===== src/rtl/sfe_pkg.sv =====
// Package: shared frame geometry for the serial converter emulator.
// Assumes a frame length that is a power of two and a data field
// that fills the frame after the leading zero bits.
package sfe_pkg;
    localparam int SFE_CHANNELS   = 8;   // selectable parallel inputs
    localparam int SFE_RES        = 12;  // result bits per frame
    localparam int SFE_FRAME      = 16;  // serial clocks per frame
    localparam int SFE_ZEROS      = 4;   // leading zero bits; hold starts on the last
    localparam int SFE_ADDR_FIRST = 3;   // first rising edge carrying an address bit
endpackage


===== src/rtl/sfe_edge_sync.sv =====
// Module: sfe_edge_sync
// Brings chip select, serial clock and data-in into the system clock
// domain through two flops each, then flags serial clock edges.
// Assumes the serial clock half period spans at least three system clocks.
module sfe_edge_sync (
    input  logic clk,
    input  logic rst_n,
    input  logic cs_n,
    input  logic sclk,
    input  logic din,
    output logic cs_act,
    output logic din_s,
    output logic rise_p,
    output logic fall_p
);
    logic [1:0] cs_q, sclk_q, din_q;
    logic       sclk_d;

    // Two-flop synchronizers; chip select resets to deselected, clock to idle high.
    always_ff @(posedge clk) begin
        if (!rst_n) begin
            cs_q   <= 2'b11;
            sclk_q <= 2'b11;
            din_q  <= 2'b00;
            sclk_d <= 1'b1;
        end else begin
            cs_q   <= {cs_q[0], cs_n};
            sclk_q <= {sclk_q[0], sclk};
            din_q  <= {din_q[0], din};
            sclk_d <= sclk_q[1];
        end
    end

    // Edge strobes from the synchronized clock and its delayed copy.
    always_comb begin
        cs_act = ~cs_q[1];
        din_s  = din_q[1];
        rise_p = sclk_q[1] & ~sclk_d;
        fall_p = ~sclk_q[1] & sclk_d;
    end
endmodule


===== src/rtl/sfe_sequencer.sv =====
// Module: sfe_sequencer
// Counts serial clock edges within a frame, collects the channel address,
// drives the track/hold status and the end-of-frame pulse.
// Assumes edge strobes are one system clock wide.
module sfe_sequencer #(
    parameter int CH_N       = sfe_pkg::SFE_CHANNELS,
    parameter int FRAME      = sfe_pkg::SFE_FRAME,
    parameter int ZEROS      = sfe_pkg::SFE_ZEROS,
    parameter int ADDR_FIRST = sfe_pkg::SFE_ADDR_FIRST,
    localparam int CW        = $clog2(FRAME),
    localparam int AW        = $clog2(CH_N)
) (
    input  logic          clk,
    input  logic          rst_n,
    input  logic          cs_act,
    input  logic          din_s,
    input  logic          rise_p,
    input  logic          fall_p,
    output logic [CW:0]   fall_idx,
    output logic          hold_start,
    output logic [AW-1:0] chan_cur,
    output logic          holding,
    output logic          frame_done
);
    localparam logic [CW-1:0] LAST_CNT = CW'(FRAME - 1);
    localparam logic [CW:0]   IDX_ONE  = (CW+1)'(1);
    localparam logic [CW:0]   IDX_HOLD = (CW+1)'(ZEROS);
    localparam logic [CW:0]   IDX_A0   = (CW+1)'(ADDR_FIRST);
    localparam logic [CW:0]   IDX_AN   = (CW+1)'(ADDR_FIRST + AW);
    localparam logic [CW:0]   IDX_END  = (CW+1)'(FRAME);

    logic [CW-1:0] fall_n, rise_n;
    logic [CW:0]   rise_idx;
    logic [AW-1:0] addr_sh;

    // One-based index of the edge being seen now.
    always_comb begin
        fall_idx   = {1'b0, fall_n} + IDX_ONE;
        rise_idx   = {1'b0, rise_n} + IDX_ONE;
        hold_start = fall_p && (fall_idx == IDX_HOLD);
    end

    // Edge counters, address shift, phase status and end-of-frame pulse.
    always_ff @(posedge clk) begin
        if (!rst_n || !cs_act) begin
            fall_n     <= '0;
            rise_n     <= '0;
            addr_sh    <= '0;
            chan_cur   <= '0;
            holding    <= 1'b0;
            frame_done <= 1'b0;
        end else begin
            frame_done <= 1'b0;
            if (fall_p) begin
                fall_n <= (fall_n == LAST_CNT) ? '0 : fall_n + 1'b1;
                if (fall_idx == IDX_ONE)
                    holding <= 1'b0;
                else if (fall_idx == IDX_HOLD)
                    holding <= 1'b1;
            end
            if (rise_p) begin
                rise_n <= (rise_n == LAST_CNT) ? '0 : rise_n + 1'b1;
                if (rise_idx >= IDX_A0 && rise_idx < IDX_AN)
                    addr_sh <= {addr_sh[AW-2:0], din_s};
                if (rise_idx == IDX_END) begin
                    frame_done <= 1'b1;
                    chan_cur   <= addr_sh;
                end
            end
        end
    end

    // the end-of-frame pulse lasts one cycle.
    assert_done_pulse_R6: assert property (@(posedge clk) disable iff (!rst_n)
        frame_done |=> !frame_done);

    // a frame only finishes while in hold.
    assert_done_in_hold_R5: assert property (@(posedge clk) disable iff (!rst_n)
        frame_done |-> holding);
endmodule


===== src/rtl/sfe_shifter.sv =====
// Module: sfe_shifter
// Captures the selected channel's sample at hold start and shifts it out,
// leading zeros first, on each serial clock falling edge.
// Assumes fall_idx runs from 1 to FRAME and FRAME - ZEROS equals RES.
module sfe_shifter #(
    parameter int CH_N   = sfe_pkg::SFE_CHANNELS,
    parameter int RES    = sfe_pkg::SFE_RES,
    parameter int FRAME  = sfe_pkg::SFE_FRAME,
    parameter int ZEROS  = sfe_pkg::SFE_ZEROS,
    localparam int CW    = $clog2(FRAME),
    localparam int AW    = $clog2(CH_N),
    localparam int RW    = $clog2(RES)
) (
    input  logic              clk,
    input  logic              rst_n,
    input  logic              cs_act,
    input  logic              fall_p,
    input  logic              hold_start,
    input  logic              holding,
    input  logic [CW:0]       fall_idx,
    input  logic [AW-1:0]     chan_cur,
    input  logic [CH_N*RES-1:0] chan_samples,
    output logic              dout
);
    localparam logic [CW:0] IDX_ZEND = (CW+1)'(ZEROS);

    logic [RES-1:0] held;
    logic [RES-1:0] pick;
    logic [RW-1:0]  bsel;

    // Channel mux and the bit position for the current falling edge.
    always_comb begin
        pick = chan_samples[int'(chan_cur)*RES +: RES];
        bsel = RW'(FRAME - int'(fall_idx));
    end

    // Sample capture and serial output register.
    always_ff @(posedge clk) begin
        if (!rst_n || !cs_act) begin
            held <= '0;
            dout <= 1'b0;
        end else if (hold_start) begin
            held <= pick;
            dout <= 1'b0;
        end else if (fall_p) begin
            dout <= (fall_idx <= IDX_ZEND) ? 1'b0 : held[bsel];
        end
    end

    // the captured sample does not move during hold.
    assert_held_stable_R4: assert property (@(posedge clk) disable iff (!rst_n)
        (holding && $past(holding)) |-> $stable(held));
endmodule


===== src/rtl/sar_frame_emu.sv =====
// Module: sar_frame_emu
// Device-side model of an eight-channel serial SAR converter answering
// 16-clock frames. Assumes the system clock oversamples the serial clock
// by at least six.
module sar_frame_emu #(
    parameter int CH_N       = sfe_pkg::SFE_CHANNELS,
    parameter int RES        = sfe_pkg::SFE_RES,
    parameter int FRAME      = sfe_pkg::SFE_FRAME,
    parameter int ZEROS      = sfe_pkg::SFE_ZEROS,
    parameter int ADDR_FIRST = sfe_pkg::SFE_ADDR_FIRST
) (
    input  logic                clk,
    input  logic                rst_n,
    input  logic                cs_n,
    input  logic                sclk,
    input  logic                din,
    input  logic [CH_N*RES-1:0] chan_samples,
    output logic                dout,
    output logic                holding,
    output logic                frame_done
);
    localparam int CW = $clog2(FRAME);
    localparam int AW = $clog2(CH_N);

    logic          cs_act, din_s, rise_p, fall_p, hold_start;
    logic [CW:0]   fall_idx;
    logic [AW-1:0] chan_cur;

    sfe_edge_sync u_sync (
        .clk    (clk),
        .rst_n  (rst_n),
        .cs_n   (cs_n),
        .sclk   (sclk),
        .din    (din),
        .cs_act (cs_act),
        .din_s  (din_s),
        .rise_p (rise_p),
        .fall_p (fall_p)
    );

    sfe_sequencer #(
        .CH_N(CH_N), .FRAME(FRAME), .ZEROS(ZEROS), .ADDR_FIRST(ADDR_FIRST)
    ) u_seq (
        .clk        (clk),
        .rst_n      (rst_n),
        .cs_act     (cs_act),
        .din_s      (din_s),
        .rise_p     (rise_p),
        .fall_p     (fall_p),
        .fall_idx   (fall_idx),
        .hold_start (hold_start),
        .chan_cur   (chan_cur),
        .holding    (holding),
        .frame_done (frame_done)
    );

    sfe_shifter #(
        .CH_N(CH_N), .RES(RES), .FRAME(FRAME), .ZEROS(ZEROS)
    ) u_shift (
        .clk          (clk),
        .rst_n        (rst_n),
        .cs_act       (cs_act),
        .fall_p       (fall_p),
        .hold_start   (hold_start),
        .holding      (holding),
        .fall_idx     (fall_idx),
        .chan_cur     (chan_cur),
        .chan_samples (chan_samples),
        .dout         (dout)
    );

    // entering hold happens on a leading-zero bit.
    assert_hold_entry_zero_R1: assert property (@(posedge clk) disable iff (!rst_n)
        $rose(holding) |-> (dout == 1'b0));

    // a deselected device goes idle on the next cycle.
    assert_deselect_idle_R7: assert property (@(posedge clk) disable iff (!rst_n)
        !cs_act |=> (!holding && !dout && !frame_done));
endmodule


===== config.mk =====
export PLATFORM = sky130hd
export DESIGN_NAME = sar_frame_emu
export DESIGN_NICKNAME = d
export VERILOG_FILES = /design/src/rtl/sfe_pkg.sv /design/src/rtl/sfe_edge_sync.sv /design/src/rtl/sfe_sequencer.sv /design/src/rtl/sfe_shifter.sv /design/src/rtl/sar_frame_emu.sv
export SDC_FILE = /design/constraint.sdc
export NUM_CORES = 1
export LEC_CHECK = 0
export BUFFER_PORTS_ARGS = -buffer_cell sky130_fd_sc_hd__buf_4
export CORE_ASPECT_RATIO = 0.9
export CORE_MARGIN = 3
export CORE_UTILIZATION = 35
export CTS_BUF_LIST = sky130_fd_sc_hd__clkbuf_4 sky130_fd_sc_hd__clkbuf_8
export CTS_CLUSTER_DIAMETER = 80
export CTS_CLUSTER_SIZE = 24
export DETAILED_ROUTE_END_ITERATION = 12
export PLACE_DENSITY = 0.64
export SYNTH_ARGS = -nofsm -noshare
export SYNTH_HDL_FRONTEND = slang
export SYNTH_SLANG_ARGS = --single-unit

===== constraint.sdc =====
create_clock -name clk -period 5.65 [get_ports clk]
set_clock_uncertainty 0.05 [all_clocks]
set_input_delay 0.8475 -clock clk [delete_from_list [all_inputs] [get_ports clk]]
set_output_delay 0.8475 -clock clk [all_outputs]
set_load 0.01 [all_outputs]

==> impl_metrics.toml <==
[status]
status = "finished, final reports clean"

[cells_and_area]
final_util = 0.5092
nNetsFinal = 412
area_growth_pct = 37.84
drive_above_1_share = 0.4625
fillers = 606
multi_input_comb_area_um2 = 1474
regArea_um2 = 720.7
n_antenna_cell = 0

[timing]
worst_pin_slew_ps = 1125
min_period_ps = 2339
rsz0062_at_grt = "false"
setup_viol = 0
fin_crit_sh = 0.4141
timing.slew.headroom = 0.2501
hold_viol = 0
tns_ps = 0
slew_viol_final = 0
max_freq_ghz = 0.4275

[grt]
antenna_found_initial = 0
grt_overflow = 0
grt_pass1_wl_mm = 9.418
grt_usage = 0.1520
grt_max_degree = 30
grt_pass1_vias = 2041

[logic_synthesis]
synth_top_area_share = 0.3105
synthCells = 215
synthTopCellsByArea = "dfxtp_1 (31%), mux4_2 (23%), mux2i_1 (8.2%), a211oi_1 (4.2%), nor2_1 (4.2%)"
ys_warn_count = 0
synth_ff_type = "dfxtp_1"
yosysSeqAreaShare = 0.3105
syn-num-nets = 321
synth_top_cell_by_area = "dfxtp_1"
syn_avg_cell_area_um2 = 10.80
synth_edf_count = 0
synth.distinct_cells = 33
synthArstFlopShare = 0
syn_area_um2 = 2321
synth-seq-cells = 36

[power]
cellPowerDensity_nw_per_um2 = 164.0
peakVddDrop_mv = 0.07306
leakagePower_nw = 1.198

[route]
dr.first_iter.drc_count = 47
antenna_left = 0
drtPass1Iterations = 4
routed_wl_mm = 5.770
num_vias = 1999
wl_per_cell_um = 14.64
drc = 0
routed_via_density = 5.074

[min_path]
hold_depth = 1
hold_class = "reg2reg"

[cts]
cts_sinks = 36
clk_latency_ps = 290
cts_tree = "yes"
h-tree-depth = 2
cts_root_buf = "clkbuf_8"
post_cts_buffers = 0
cts-buffers-inserted = 5
cts-resized-gates = 0
clock_tree.buffer_depth = 2
hold_buffers = 0
clk_pin_slew_ps = 70

[worst_setup_path]
r2r.worst_path.cells = 8
worst-path-stages = 8
end_kind = "flip-flop"
critPathKind = "reg2reg"
required_ps = 5720
cp_cell_sequence = "inv_1 -> ha_1 -> inv_2 -> a211oi_1 -> o31ai_4 -> xor2_1 -> mux2i_1 -> a211oi_2"
critPathMaxStageDelay_ps = 520
cp-start-kind = "flip-flop"
path_delay_family = "compound AO/OA/AOI/OAI gates"
worst_path_max_delay_cell = "dfxtp_1"
arrival_ps = 2410
crit_fanout = 9
critPathBufInv = 2

[die]
die_h_um = 83.26
num_io_pins = 104
die_area_um2 = 7646
fp.dieW_um = 91.84
initial_core_util = 0.3694
fp-row-count = 27
fp.coreArea_um2 = 6284

[placement]
gp_congestion = 0.8837
dpl.hpwl_mm = 4.794
io_buffers = 103

[run]
max_cap_viol_count = 0
-- flip-flops by register name, summed over array words and instances, names as in the netlist --
name              cells
u_seq.addr_sh         3
u_seq.frame_done      1
u_seq.holding         1
u_shift.held         12
u_sync.din_q          2
u_sync.sclk_d         1
u_sync.cs_q           2
u_shift.dout          1
u_seq.rise_n          4
u_seq.fall_n          4
u_sync.sclk_q         2
u_seq.chan_cur        3
-- area by class of cell --
type                    count  share of cell area
multi-input cells         154              0.4607
repair buffers            104              0.2440
flip-flops and latches     36              0.2253
well taps                  87             0.03402
clock buffers               6             0.02581
inverters                   5            0.005866
clock inverters             2            0.004302
-- Yosys cell counts (2+ instances only) --
master,n
a211oi_1,13
a21oi_1,11
a311oi_1,2
and2_1,2
and3_1,3
buf_1,2
buf_2,8
buf_4,6
clkbuf_1,4
dfxtp_1,36
ha_1,5
inv_1,3
inv_2,2
mux2i_1,19
mux4_1,3
mux4_2,24
nand2_1,12
nand2b_1,8
nand3_1,6
nor2_1,26
nor2b_1,3
nor3_1,2
o21ai_0,2
xnor2_1,3
xor2_1,2
-- per-layer routing --
| layer | global-route usage | share of wire | vias to the layer above |
|---|---|---|---|
| met5 | 0 | 0 | - |
| met3 | 0.07880 | 0.11 | 8 |
| li1 | - | - | 989 |
| met4 | 0.03509 | 0.012 | 0 |
| met2 | 0.2407 | 0.46 | 74 |
| met1 | 0.1837 | 0.42 | 928 |
-- kinds of logic (layout without fill, tap and decap cells) --
family	after synthesis	count (layout)	synth area share
flip-flops	36	36	0.3105
XOR/XNOR	5	5	0.01887
adder cells (fa/ha/maj)	5	5	0.02695
multiplexers	46	46	0.3488
AND/OR/NAND/NOR	66	66	0.1429
AO/OA/AOI/OAI	32	32	0.09757
buffers and inverters	25	117	0.05445
-- worst reg2reg max path, cell delays in order, from the launching register on --
cell and delay, ps:
dfxtp_1 520, inv_1 130, ha_1 440, inv_2 60, a211oi_1 380, o31ai_4 80
xor2_1 180, mux2i_1 250, a211oi_2 90
-- cells in the final DEF (no fill, tap or decap), drive strengths merged, types with 6 or more instances in the layout --
cell type / count
mux2i: 19
a21oi: 11
mux4: 27
nand2b: 8
dfxtp: 36
nand3: 6
nand2: 12
buf: 104
inv: 6
nor2: 26
a211oi: 14
clkbuf: 6
-- final timing paths --
path,slack (ps),startpoint,to
worst max-delay path,3310,u_seq.fall_n[0]$_SDFFE_PP0P_,u_shift.dout$_SDFFE_PP0P_
worst min-delay path,360,u_sync.cs_q[0]$_SDFF_PN1_,u_sync.cs_q[1]$_SDFF_PN1_
worst max register to register,3310,u_seq.fall_n[0]$_SDFFE_PP0P_,u_shift.dout$_SDFFE_PP0P_
worst min register to register,360,u_sync.cs_q[0]$_SDFF_PN1_,u_sync.cs_q[1]$_SDFF_PN1_
-- where the power goes --
group / internal (mW) / switching (mW) / leakage (nW)
registers: 0.256 / 0.000869 / 0.291
logic: 0.0577 / 0.0173 / 0.855
clock network: 0.0996 / 0.0935 / 0.0516
total: 0.413 / 0.112 / 1.20
-- through the flow --
stage	setup slack (ps)	instance area [um^2]	hold slack (ps)	std cells	power, mW
final	3311	3199	362.0	394	0.5247
after global routing	3185	3199	388.2	394	0.5468
after CTS	3281	3199	366.6	394	0.5318
after detailed placement	3296	3103	347.0	386	0.3383
after global placement	3364	3103	338.0	386	0.3372
after floorplan	3578	2321	336.3	215	0.2830
Note: power is estimated with default switching activity, not from simulation.
